`src/rtl/cpx_pkg.sv`:
```
package cpx_pkg;

    typedef enum logic [2:0] {
        OPC_LOW    = 3'd0,
        OPC_HIGH   = 3'd1,
        OPC_SINGLE = 3'd2,
        OPC_CMP_W  = 3'd4,
        OPC_CMP_D  = 3'd5
    } opc_e;

    typedef enum logic {
        ST_IDLE  = 1'b0,
        ST_FAULT = 1'b1
    } fault_state_e;

    typedef struct packed {
        logic n;
        logic z;
        logic c;
        logic v;
    } cmp_flags_t;

    localparam int OPC_LSB  = 5;
    localparam int OPC_W    = 3;
    localparam int SRCA_LSB = 16;
    localparam int SRCB_LSB = 0;

endpackage

```
`src/rtl/cpx_regfile.sv`:
```
module cpx_regfile #(
    parameter int NREGS  = 16,
    parameter int HALF_W = 32,
    localparam int AW    = $clog2(NREGS),
    localparam int FULL_W = 2 * HALF_W
) (
    input  logic              clk,
    input  logic              rst_n,
    input  logic              we_lo,
    input  logic              we_hi,
    input  logic [AW-1:0]     waddr,
    input  logic [HALF_W-1:0] wdata,
    input  logic [AW-1:0]     raddr_a,
    input  logic [AW-1:0]     raddr_b,
    output logic [FULL_W-1:0] rd_a,
    output logic [FULL_W-1:0] rd_b
);

    logic [NREGS-1:0][FULL_W-1:0] regs_q;

    for (genvar g = 0; g < NREGS; g++) begin : g_entry
        always_ff @(posedge clk or negedge rst_n) begin
            if (!rst_n) begin
                regs_q[g] <= '0;
            end else if (waddr == AW'(g)) begin
                if (we_lo) regs_q[g][HALF_W-1:0]      <= wdata;
                if (we_hi) regs_q[g][FULL_W-1:HALF_W] <= wdata;
            end
        end
    end

    assign rd_a = regs_q[raddr_a];
    assign rd_b = regs_q[raddr_b];

    // lower-half write lands, upper half of that entry untouched
    assert_low_write_R2: assert property (@(posedge clk) disable iff (!rst_n)
        (we_lo && !we_hi) |=> (regs_q[$past(waddr)][HALF_W-1:0] == $past(wdata))
            && (regs_q[$past(waddr)][FULL_W-1:HALF_W] == $past(regs_q[waddr][FULL_W-1:HALF_W])));

    // upper-half write lands, lower half untouched
    assert_high_write_R3: assert property (@(posedge clk) disable iff (!rst_n)
        (we_hi && !we_lo) |=> (regs_q[$past(waddr)][FULL_W-1:HALF_W] == $past(wdata))
            && (regs_q[$past(waddr)][HALF_W-1:0] == $past(regs_q[waddr][HALF_W-1:0])));

    // no enable, no change anywhere
    assert_hold_R11: assert property (@(posedge clk) disable iff (!rst_n)
        (!we_lo && !we_hi) |=> $stable(regs_q));

endmodule

```
`src/rtl/cpx_compare.sv`:
```
module cpx_compare #(
    parameter int W = 32
) (
    input  logic [W-1:0]         a,
    input  logic [W-1:0]         b,
    output cpx_pkg::cmp_flags_t  flags
);

    logic [W-1:0] diff;
    logic         sa, sb, sr;

    always_comb begin
        diff    = a - b;
        sa      = a[W-1];
        sb      = b[W-1];
        sr      = diff[W-1];
        flags.n = sr;
        flags.z = (diff == '0);
        flags.c = (sa && !sb) || (sa && !sr) || (!sb && !sr);
        flags.v = (sa != sb) && (sr != sa);
    end

endmodule

```
`src/rtl/cpx_xfer_unit.sv`:
```
module cpx_xfer_unit #(
    parameter int NREGS  = 16,
    parameter int HALF_W = 32,
    localparam int AW    = $clog2(NREGS),
    localparam int FULL_W = 2 * HALF_W
) (
    input  logic              clk,
    input  logic              rst_n,
    input  logic              req_valid,
    input  logic              req_to_core,
    input  logic [31:0]       req_instr,
    input  logic [HALF_W-1:0] req_wdata,
    output logic [HALF_W-1:0] rsp_rdata,
    output logic              op_error
);
    import cpx_pkg::*;

    logic [OPC_W-1:0]   opc;
    logic [AW-1:0]      src_a, src_b;
    logic               known_rd, known_wr, bad_req;
    logic               we_lo, we_hi;
    logic [FULL_W-1:0]  val_a, val_b;
    cmp_flags_t         flg_w, flg_d;
    fault_state_e       state_q, state_d;
    logic               unused_instr_bits;

    assign opc   = req_instr[OPC_LSB +: OPC_W];
    assign src_a = req_instr[SRCA_LSB +: AW];
    assign src_b = req_instr[SRCB_LSB +: AW];
    assign unused_instr_bits = ^{req_instr[31:SRCA_LSB+AW], req_instr[SRCA_LSB-1:OPC_LSB+OPC_W],
                                 req_instr[OPC_LSB-1:SRCB_LSB+AW]};

    always_comb begin
        known_rd = 1'b0;
        known_wr = 1'b0;
        unique case (opc)
            OPC_LOW, OPC_HIGH, OPC_SINGLE: begin known_rd = 1'b1; known_wr = 1'b1; end
            OPC_CMP_W, OPC_CMP_D:          known_rd = 1'b1;
            default:                       ;
        endcase
    end

    assign bad_req = req_valid && (req_to_core ? !known_rd : !known_wr);
    assign we_lo   = req_valid && !req_to_core && (opc == OPC_LOW);
    assign we_hi   = req_valid && !req_to_core && (opc == OPC_HIGH || opc == OPC_SINGLE);

    cpx_regfile #(.NREGS(NREGS), .HALF_W(HALF_W)) u_regs (
        .clk     (clk),
        .rst_n   (rst_n),
        .we_lo   (we_lo),
        .we_hi   (we_hi),
        .waddr   (src_a),
        .wdata   (req_wdata),
        .raddr_a (src_a),
        .raddr_b (src_b),
        .rd_a    (val_a),
        .rd_b    (val_b)
    );

    cpx_compare #(.W(HALF_W)) u_cmp_word (
        .a     (val_a[HALF_W-1:0]),
        .b     (val_b[HALF_W-1:0]),
        .flags (flg_w)
    );

    cpx_compare #(.W(FULL_W)) u_cmp_dbl (
        .a     (val_a),
        .b     (val_b),
        .flags (flg_d)
    );

    // read / compare result path
    always_comb begin
        rsp_rdata = '0;
        if (req_valid && req_to_core) begin
            unique case (opc)
                OPC_LOW:              rsp_rdata = val_a[HALF_W-1:0];
                OPC_HIGH, OPC_SINGLE: rsp_rdata = val_a[FULL_W-1:HALF_W];
                OPC_CMP_W:            rsp_rdata = {flg_w, {(HALF_W-4){1'b0}}};
                OPC_CMP_D:            rsp_rdata = {flg_d, {(HALF_W-4){1'b0}}};
                default:              rsp_rdata = '0;
            endcase
        end
    end

    // fault state machine: state register
    always_ff @(posedge clk or negedge rst_n) begin
        if (!rst_n) state_q <= ST_IDLE;
        else        state_q <= state_d;
    end

    // fault state machine: transitions and output
    always_comb begin
        state_d  = state_q;
        op_error = 1'b0;
        unique case (state_q)
            ST_IDLE: begin
                if (bad_req) state_d = ST_FAULT;
            end
            ST_FAULT: begin
                op_error = 1'b1;
                state_d  = bad_req ? ST_FAULT : ST_IDLE;
            end
            default: state_d = ST_IDLE;
        endcase
    end

    assert_err_follows_R10: assert property (@(posedge clk) disable iff (!rst_n)
        bad_req |=> op_error);

    assert_err_single_R10: assert property (@(posedge clk) disable iff (!rst_n)
        !bad_req |=> !op_error);

    assert_no_write_on_bad_R10: assert property (@(posedge clk) disable iff (!rst_n)
        bad_req |-> !(we_lo || we_hi));

    assert_cmp_zero_R6: assert property (@(posedge clk) disable iff (!rst_n)
        (req_valid && req_to_core && opc == OPC_CMP_W) |->
            (rsp_rdata[HALF_W-2] == (val_a[HALF_W-1:0] == val_b[HALF_W-1:0]))
            && (rsp_rdata[HALF_W-5:0] == '0));

    assert_cmp_dbl_zero_R9: assert property (@(posedge clk) disable iff (!rst_n)
        (req_valid && req_to_core && opc == OPC_CMP_D) |->
            (rsp_rdata[HALF_W-2] == (val_a == val_b)));

endmodule

```
`config.mk`:
```
export PLATFORM = sky130hd
export DESIGN_NAME = cpx_xfer_unit
export DESIGN_NICKNAME = d
export VERILOG_FILES = /design/src/rtl/cpx_pkg.sv /design/src/rtl/cpx_regfile.sv /design/src/rtl/cpx_compare.sv /design/src/rtl/cpx_xfer_unit.sv
export SDC_FILE = /design/constraint.sdc
export NUM_CORES = 2
export LEC_CHECK = 0
export BUFFER_PORTS_ARGS = -buffer_cell sky130_fd_sc_hd__buf_4
export CORE_AREA = 2 2 330 332
export DETAILED_ROUTE_END_ITERATION = 7
export DIE_AREA = 0 0 332 334
export GPL_ROUTABILITY_DRIVEN = 0
export PLACE_DENSITY_LB_ADDON = 0.15
export SYNTH_ARGS = -nofsm -noshare
export SYNTH_HDL_FRONTEND = slang
export SYNTH_SLANG_ARGS = --single-unit
```
`constraint.sdc`:
```
create_clock -name clk -period 8.55 [get_ports clk]
set_clock_uncertainty 0.1 [all_clocks]
set_input_delay 0.855 -clock clk [delete_from_list [all_inputs] [get_ports clk]]
set_output_delay 0.855 -clock clk [all_outputs]
set_load 0.01 [all_outputs]
```
# After elaboration in Yosys (flattened, before gate mapping)

Cells that the tools add are included.

Register bits after elaboration: 1025
Input bits: 68
Output and inout bits: 33
Word-level logic and storage cells: 135

$add $sub $neg: 2
Order comparisons: 2
Eq/ne operators: 23
Multiplexer cells: 11
Reductions and logical operators: 64

Operators by type and width:

| operator             | number |
|---|---|
| $bmux W64 S4         | 2 |
| $mux W64             | 2 |
| $pmux W32 S4         | 1 |
| $logic_not A64 Y1    | 1 |
| $reduce_and A2 Y1    | 32 |
| $sub A64 B64 Y64     | 1 |
| $eq A4 B4 Y1 const B | 8 |
| $logic_not A32 Y1    | 1 |
| $mux W32             | 1 |
| $sub A32 B32 Y32     | 1 |
| $eq A4 B3 Y1 const B | 4 |
| $logic_and A1 B1 Y1  | 13 |
| $lt A4 B5 Y1 const B | 2 |
| $eq A4 B2 Y1 const B | 2 |
| $logic_not A1 Y1     | 7 |
| $eq A3 B3 Y1 const B | 2 |
| $logic_or A1 B1 Y1   | 5 |
| $mux W1              | 5 |
| $reduce_or A5 Y1     | 1 |
| $eq A4 B1 Y1 const B | 1 |
| $logic_not A4 Y1     | 1 |
| $ne A1 B1 Y1         | 4 |
| $eq A3 B1 Y1 const B | 1 |
| $eq A3 B2 Y1 const B | 1 |
| other kinds (3)      | 3 |

# Logic depth before layout (Yosys ltp)

Depth in word-level cells: 9
Mapped depth: 28

# By module

From an unflattened synthesis, not the netlist that was laid out.

Cells, all modules: 4532
Area, all modules: 60840.9 um^2

Modules (own cells, without submodules):

| module                   | times used | cells each | area each (um^2) | seq. area each (um^2) |
|---|---|---|---|---|
| cpx_regfile              | 1          | 3362       | 53243.6          | 25624.6 |
| cpx_compare (u_cmp_dbl)  | 1          | 755        | 4762.1           | 0.0 |
| cpx_compare (u_cmp_word) | 1          | 313        | 2119.5           | 0.0 |
| cpx_xfer_unit            | 1          | 102        | 715.7            | 25.0 |

# Worst setup path after synthesis

OpenSTA, ideal clock, no wires.

Kind: input-to-output
Start point: input req_instr[16]
End point: output rsp_rdata[30]
Arrival: 7.019 ns
Setup slack: 0.576 ns
Stages on the path: 26
Path through: buf_2 -> buf_2 -> buf_1 -> mux4_2 -> mux4_2 -> ha_1 -> clkbuf_1 -> nand2_1 -> or3_1 -> a211o_1 -> o211ai_1 -> a41oi_2 -> o221ai_2 -> a31oi_1 -> and2_1 -> fa_1 -> nand2_1 -> a221oi_1 -> nand4_1 -> nor3_1 -> o211ai_1 -> nor4_1 -> nand4_1 -> nor4_1 -> nand4_1 -> nand2b_1

Word-level cells in the longest chain between the ends: 6

Ends and longest elaborated chain:

| element                                                | RTL line            | source |
|---|---|---|
| start, declared                                        | cpx_xfer_unit.sv:11 | `input logic [31:0] req_instr,` |
| $bmux W64 S4 (*)                                       | cpx_regfile.sv:32   | `assign rd_a = regs_q[raddr_a];` |
| $mux W64 (implied by the code) (*)                     | cpx_regfile.sv:32   |  |
| $sub A64 B64 Y64 or $sub A32 B32 Y32 (tied branches)   | cpx_compare.sv:13   | `diff = a - b;` |
| $logic_not A64 Y1 or $logic_not A32 Y1 (tied branches) | cpx_compare.sv:18   | `flags.z = (diff == '0);` |
| $pmux W32 S4 (*)                                       | cpx_xfer_unit.sv:76 | `unique case (opc)` |
| $mux W32 (*)                                           | cpx_xfer_unit.sv:75 | `if (req_valid && req_to_core) begin` |
| end, declared                                          | cpx_xfer_unit.sv:13 | `output logic [HALF_W-1:0] rsp_rdata,` |

Mark *: on every way between the ends. The rest lies on a longest branch, timed or not. The select of a mux whose other input is x is not followed.

# Worst setup path after layout

Start point: input req_instr[17]
End point: output rsp_rdata[30]

Same word-level chain as after synthesis.

==> report_table.html <==
<table>
<tr><th>Metric</th><th>Value</th></tr>
<tr><th colspan="2">Run status</th></tr>
<tr><td>Outcome</td><td>finished clean</td></tr>
<tr><th colspan="2">Logic synthesis</th></tr>
<tr><td>Cell Area, Synth</td><td>58,570 µm²</td></tr>
<tr><td>EDFF count, synth</td><td>0</td></tr>
<tr><td>Number of distinct library cells after synthesis</td><td>95</td></tr>
<tr><td>Yosys top cell area share</td><td>43.79%</td></tr>
<tr><td>Adder-cell share of the synthesized area</td><td>1.478%</td></tr>
<tr><td>Ys async rst share</td><td>100.0%</td></tr>
<tr><td>Number of synthesized register bits</td><td>1,025</td></tr>
<tr><td>Main combinational cell family by area after synthesis</td><td>multiplexers</td></tr>
<tr><td>Number of nets in the synthesized netlist</td><td>4,068</td></tr>
<tr><td>Multiplexer fraction of the synthesized cell area</td><td>44.52%</td></tr>
<tr><td>Simple-Gate Fraction of Synth Area</td><td>3.080%</td></tr>
<tr><td>Share of synthesized area occupied by flip-flops and latches</td><td>43.79%</td></tr>
<tr><td>Post-Syn Instances</td><td>3,932</td></tr>
<tr><td>Post-Synth XOR/XNOR Area</td><td>0.3888%</td></tr>
<tr><td>Top flip-flop cell by instance count after synthesis</td><td>dfrtp_1</td></tr>
<tr><td>Avg Inst Size Synth</td><td>14.90 µm²</td></tr>
<tr><td>Cell taking the most area after synthesis</td><td>dfrtp_1</td></tr>
<tr><td>Synth top area cells</td><td>dfrtp_1, mux4_2, mux2_2, clkbuf_1, ha_1</td></tr>
<tr><td>Area fraction in compound gates after synthesis</td><td>3.546%</td></tr>
<tr><td>Synth warnings</td><td>0</td></tr>
<tr><th colspan="2">Placed design</th></tr>
<tr><td>Cell Area, Placed</td><td>61,630 µm²</td></tr>
<tr><td>Total instance count after detailed placement</td><td>5,241</td></tr>
<tr><td>Quantity of I/O buffers inserted on ports</td><td>79</td></tr>
<tr><td>Post-detail-place hpwl</td><td>111,200 µm</td></tr>
<tr><td>Post-placement setup slack</td><td>0.1287 ns</td></tr>
<tr><th colspan="2">STA</th></tr>
<tr><td>Final setup margin</td><td>0.2305 ns</td></tr>
<tr><td>Time the worst path needs with I/O delays and setup</td><td>8.320 ns</td></tr>
<tr><td>Number of hold-slack violations in the final timing report</td><td>0</td></tr>
<tr><td>Actual slew at the worst max-slew pin</td><td>1.114 ns</td></tr>
<tr><td>Slew margin rel.</td><td>25.58%</td></tr>
<tr><td>Finish-stage setup viols</td><td>0</td></tr>
<tr><td>Smallest hold slack</td><td>0.04779 ns</td></tr>
<tr><td>Period utilisation layout</td><td>97.30%</td></tr>
<tr><td>Maximum clock rate</td><td>120.2 MHz</td></tr>
<tr><td>Number of max-slew violations in the final report</td><td>0</td></tr>
<tr><th colspan="2">Power and ir drop</th></tr>
<tr><td>Maximum vdd ir drop</td><td>0.1714 mV</td></tr>
<tr><td>PnR Total Power</td><td>0.01344 W</td></tr>
<tr><td>Total power divided by cell area</td><td>205.1 nW/µm²</td></tr>
<tr><td>Static leakage</td><td>29.55 nW</td></tr>
<tr><th colspan="2">CTS</th></tr>
<tr><td>Clock buffer count from CTS</td><td>112</td></tr>
<tr><td>Skew-Pair Late Insertion Delay</td><td>0.70 ns</td></tr>
<tr><td>Cts hold-fix bufs</td><td>0</td></tr>
<tr><td>Clock transition time at the flip-flop clock pins of the worst setup and hold paths</td><td>0.06 ns</td></tr>
<tr><td>Number of clock sinks</td><td>1,025</td></tr>
<tr><td>CTS max path bufs</td><td>3</td></tr>
<tr><td>Root buffer cell</td><td>clkbuf_16</td></tr>
<tr><td>H-tree levels</td><td>3</td></tr>
<tr><td>CTS tree</td><td>built</td></tr>
<tr><th colspan="2">Die</th></tr>
<tr><td>Width of the die</td><td>332 µm</td></tr>
<tr><td>Site row count</td><td>121</td></tr>
<tr><td>Initial Util</td><td>54.34%</td></tr>
<tr><td>Die Y</td><td>334 µm</td></tr>
<tr><td>Core area</td><td>107,800 µm²</td></tr>
<tr><td>Number of placed I/O pins</td><td>101</td></tr>
<tr><td>Area of the die</td><td>110,900 µm²</td></tr>
<tr><th colspan="2">Detailed routing</th></tr>
<tr><td>Detailed Routing Iterations Pass 1</td><td>6</td></tr>
<tr><td>Via Count</td><td>37,780</td></tr>
<tr><td>DRC viols</td><td>0</td></tr>
<tr><td>Routed wire length</td><td>174,500 µm</td></tr>
<tr><td>Mean number of vias per cell</td><td>6.935</td></tr>
<tr><td>Violation count after the first detailed-routing iteration</td><td>3,528</td></tr>
<tr><td>Number of antenna-violating nets in the routed design</td><td>0</td></tr>
<tr><td>Routed length per instance</td><td>32.03 µm</td></tr>
<tr><th colspan="2">Setup path</th></tr>
<tr><td>Endpoint required time on the critical path</td><td>7.60 ns</td></tr>
<tr><td>Crit end category</td><td>primary output</td></tr>
<tr><td>Most numerous cell on the critical path</td><td>nand4_1</td></tr>
<tr><td>CP max stage cell</td><td>mux4_2</td></tr>
<tr><td>Critical path's top delay family</td><td>compound AO/OA/AOI/OAI gates</td></tr>
<tr><td>Startpoint class of the critical path</td><td>primary input</td></tr>
<tr><td>Arrival time at the worst endpoint</td><td>7.36 ns</td></tr>
<tr><td>Largest fanout on the critical path</td><td>36</td></tr>
<tr><td>Setup CP Type</td><td>in2out</td></tr>
<tr><td>Bufs and invs on worst path</td><td>4</td></tr>
<tr><td>Critical path's largest stage delay</td><td>0.52 ns</td></tr>
<tr><th colspan="2">Global route</th></tr>
<tr><td>Number of antenna violations at the first check in global routing</td><td>7</td></tr>
<tr><td>Aggregate global routing overflow</td><td>0</td></tr>
<tr><td>Met3 global-route usage</td><td>5.961%</td></tr>
<tr><td>Largest net degree at the start of global routing</td><td>171</td></tr>
<tr><td>Global-route met1 utilization</td><td>45.50%</td></tr>
<tr><td>Met2 usage in global routing</td><td>49.44%</td></tr>
<tr><td>Overall fraction of global-route tracks in use</td><td>31.99%</td></tr>
<tr><td>Vias in the first global route</td><td>38,600</td></tr>
<tr><td>Most congested layer reported by global routing</td><td>met2</td></tr>
<tr><td>Wire length of the first global-routing pass</td><td>261,200 µm</td></tr>
<tr><th colspan="2">Cells and area</th></tr>
<tr><td>Non-Filler Instances</td><td>5,448</td></tr>
<tr><td>Count of nets after finishing</td><td>4,078</td></tr>
<tr><td>Layout cell share with drive strength beyond 1</td><td>54.69%</td></tr>
<tr><td>Post-route cell area</td><td>65,520 µm²</td></tr>
<tr><td>Layout overhead on the synthesized area</td><td>11.86%</td></tr>
<tr><th colspan="2">Run</th></tr>
<tr><td>Max_cap viols</td><td>0</td></tr>
<tr><th colspan="2">Min path</th></tr>
<tr><td>Min-delay worst type</td><td>in2async</td></tr>
</table>
[placed cells by master, fill, tap and decap left out, types with 21 or more instances in the layout]
| cell type | synthesis | layout |
|---|---|---|
| mux2_2 | 1025 | 1025 |
| dfrtp_1 | 1025 | 1025 |
| mux4_2 | 640 | 640 |
| buf_4 | 4 | 238 |
| clkbuf_16 | 0 | 114 |
| nor2_1 | 111 | 90 |
| inv_1 | 86 | 86 |
| nand2_1 | 85 | 76 |
| a21oi_1 | 76 | 76 |
| ha_1 | 66 | 66 |
| o21ai_0 | 42 | 42 |
| buf_12 | 0 | 37 |
| nand4_1 | 33 | 33 |
| nand3_1 | 34 | 31 |
| a22oi_1 | 31 | 31 |
| clkbuf_8 | 4 | 27 |
| a21o_1 | 21 | 21 |
| nor2_4 | 0 | 21 |
| clkinv_2 | 0 | 21 |
[power by group]
group          total (W)  internal, W  switching [W]
Clock            0.00506      0.00303        0.00204
Sequential       0.00543      0.00519       0.000240
Combinational    0.00295      0.00140        0.00155
Total             0.0134      0.00961        0.00383
[metrics by stage]
stage	utilization [%]	setup TNS, ns
3_5_place_dp	57.18	0
3_3_place_gp	57.18	0
5_1_grt	60.78	-0.01204
4_1_cts	60.75	0
2_1_floorplan	-	0
6_report	60.78	0
[cells in the mapped netlist, types with 6 or more instances]
library cell	instances
a211oi_1	10
a21o_1	21
a21oi_1	76
a22oi_1	31
a31oi_1	17
and2_1	8
and3_1	6
buf_1	78
buf_2	15
clkbuf_1	282
dfrtp_1	1025
ha_1	66
inv_1	86
mux2_2	1025
mux2i_1	12
mux4_2	640
nand2_1	85
nand2b_1	10
nand3_1	34
nand4_1	33
nor2_1	111
nor2b_1	12
nor3_1	17
nor4_1	10
o211ai_1	11
o21a_1	10
o21ai_0	42
o21bai_1	7
o221ai_1	7
or3_1	10
xnor2_1	19
xor2_1	7
[flip-flops by register name, summed over array words and instances (netlist names)]
signal and count:
state_q 1, u_regs.regs_q 1024
[layer usage]
| layer | share of wire [%] | vias up |
|---|---|---|
| met5 | 0.030 | - |
| met4 | 4.3 | 8 |
| met3 | 7.5 | 400 |
| met2 | 47 | 1528 |
| met1 | 42 | 20500 |
| li1 | - | 15350 |
[layout make-up]
| cell class | instances | area [µm²] |
|---|---|---|
| inverter | 86 | 322.8 |
| clock buffer | 158 | 3288 |
| antenna | 4 | 10.01 |
| multi-input combinational | 2434 | 31290 |
| fill | 8231 | 42270 |
| clock inverter | 44 | 561.8 |
| tap | 1414 | 1769 |
| sequential | 1025 | 25650 |
| timing repair buffer | 283 | 2633 |
[what timing repair did]
action / in CTS / in global routing
resized for setup: 0 / 5
setup endpoints to repair: 0 / 1
buffers inserted: 0 / 1
[cells by family after synthesis]
family,count (synthesis)
buffers and inverters,473
AO/OA/AOI/OAI,297
AND/OR/NAND/NOR,366
multiplexers,1677
XOR/XNOR,26
adder cells (fa/ha/maj),68
flip-flops,1025
[path summary, 6_finish.rpt]
kind                                                     start                        endpoint  slack, ns  cells past startpoint
min in group clk                u_regs.regs_q[643]$_DFFE_PN0P_  u_regs.regs_q[643]$_DFFE_PN0P_       0.42                      1
worst min-delay path                                     rst_n  u_regs.regs_q[185]$_DFFE_PN0P_       0.05                      1
worst max-delay path                             req_instr[17]                   rsp_rdata[30]       0.23                     27
worst min register to register  u_regs.regs_q[643]$_DFFE_PN0P_  u_regs.regs_q[643]$_DFFE_PN0P_       0.42                      1
worst max register to register  u_regs.regs_q[497]$_DFFE_PN0P_  u_regs.regs_q[497]$_DFFE_PN0P_       7.64                      1
max in group asynchronous                                rst_n  u_regs.regs_q[608]$_DFFE_PN0P_       6.45                      3
No activity file was read; power rests on OpenSTA's default activity.
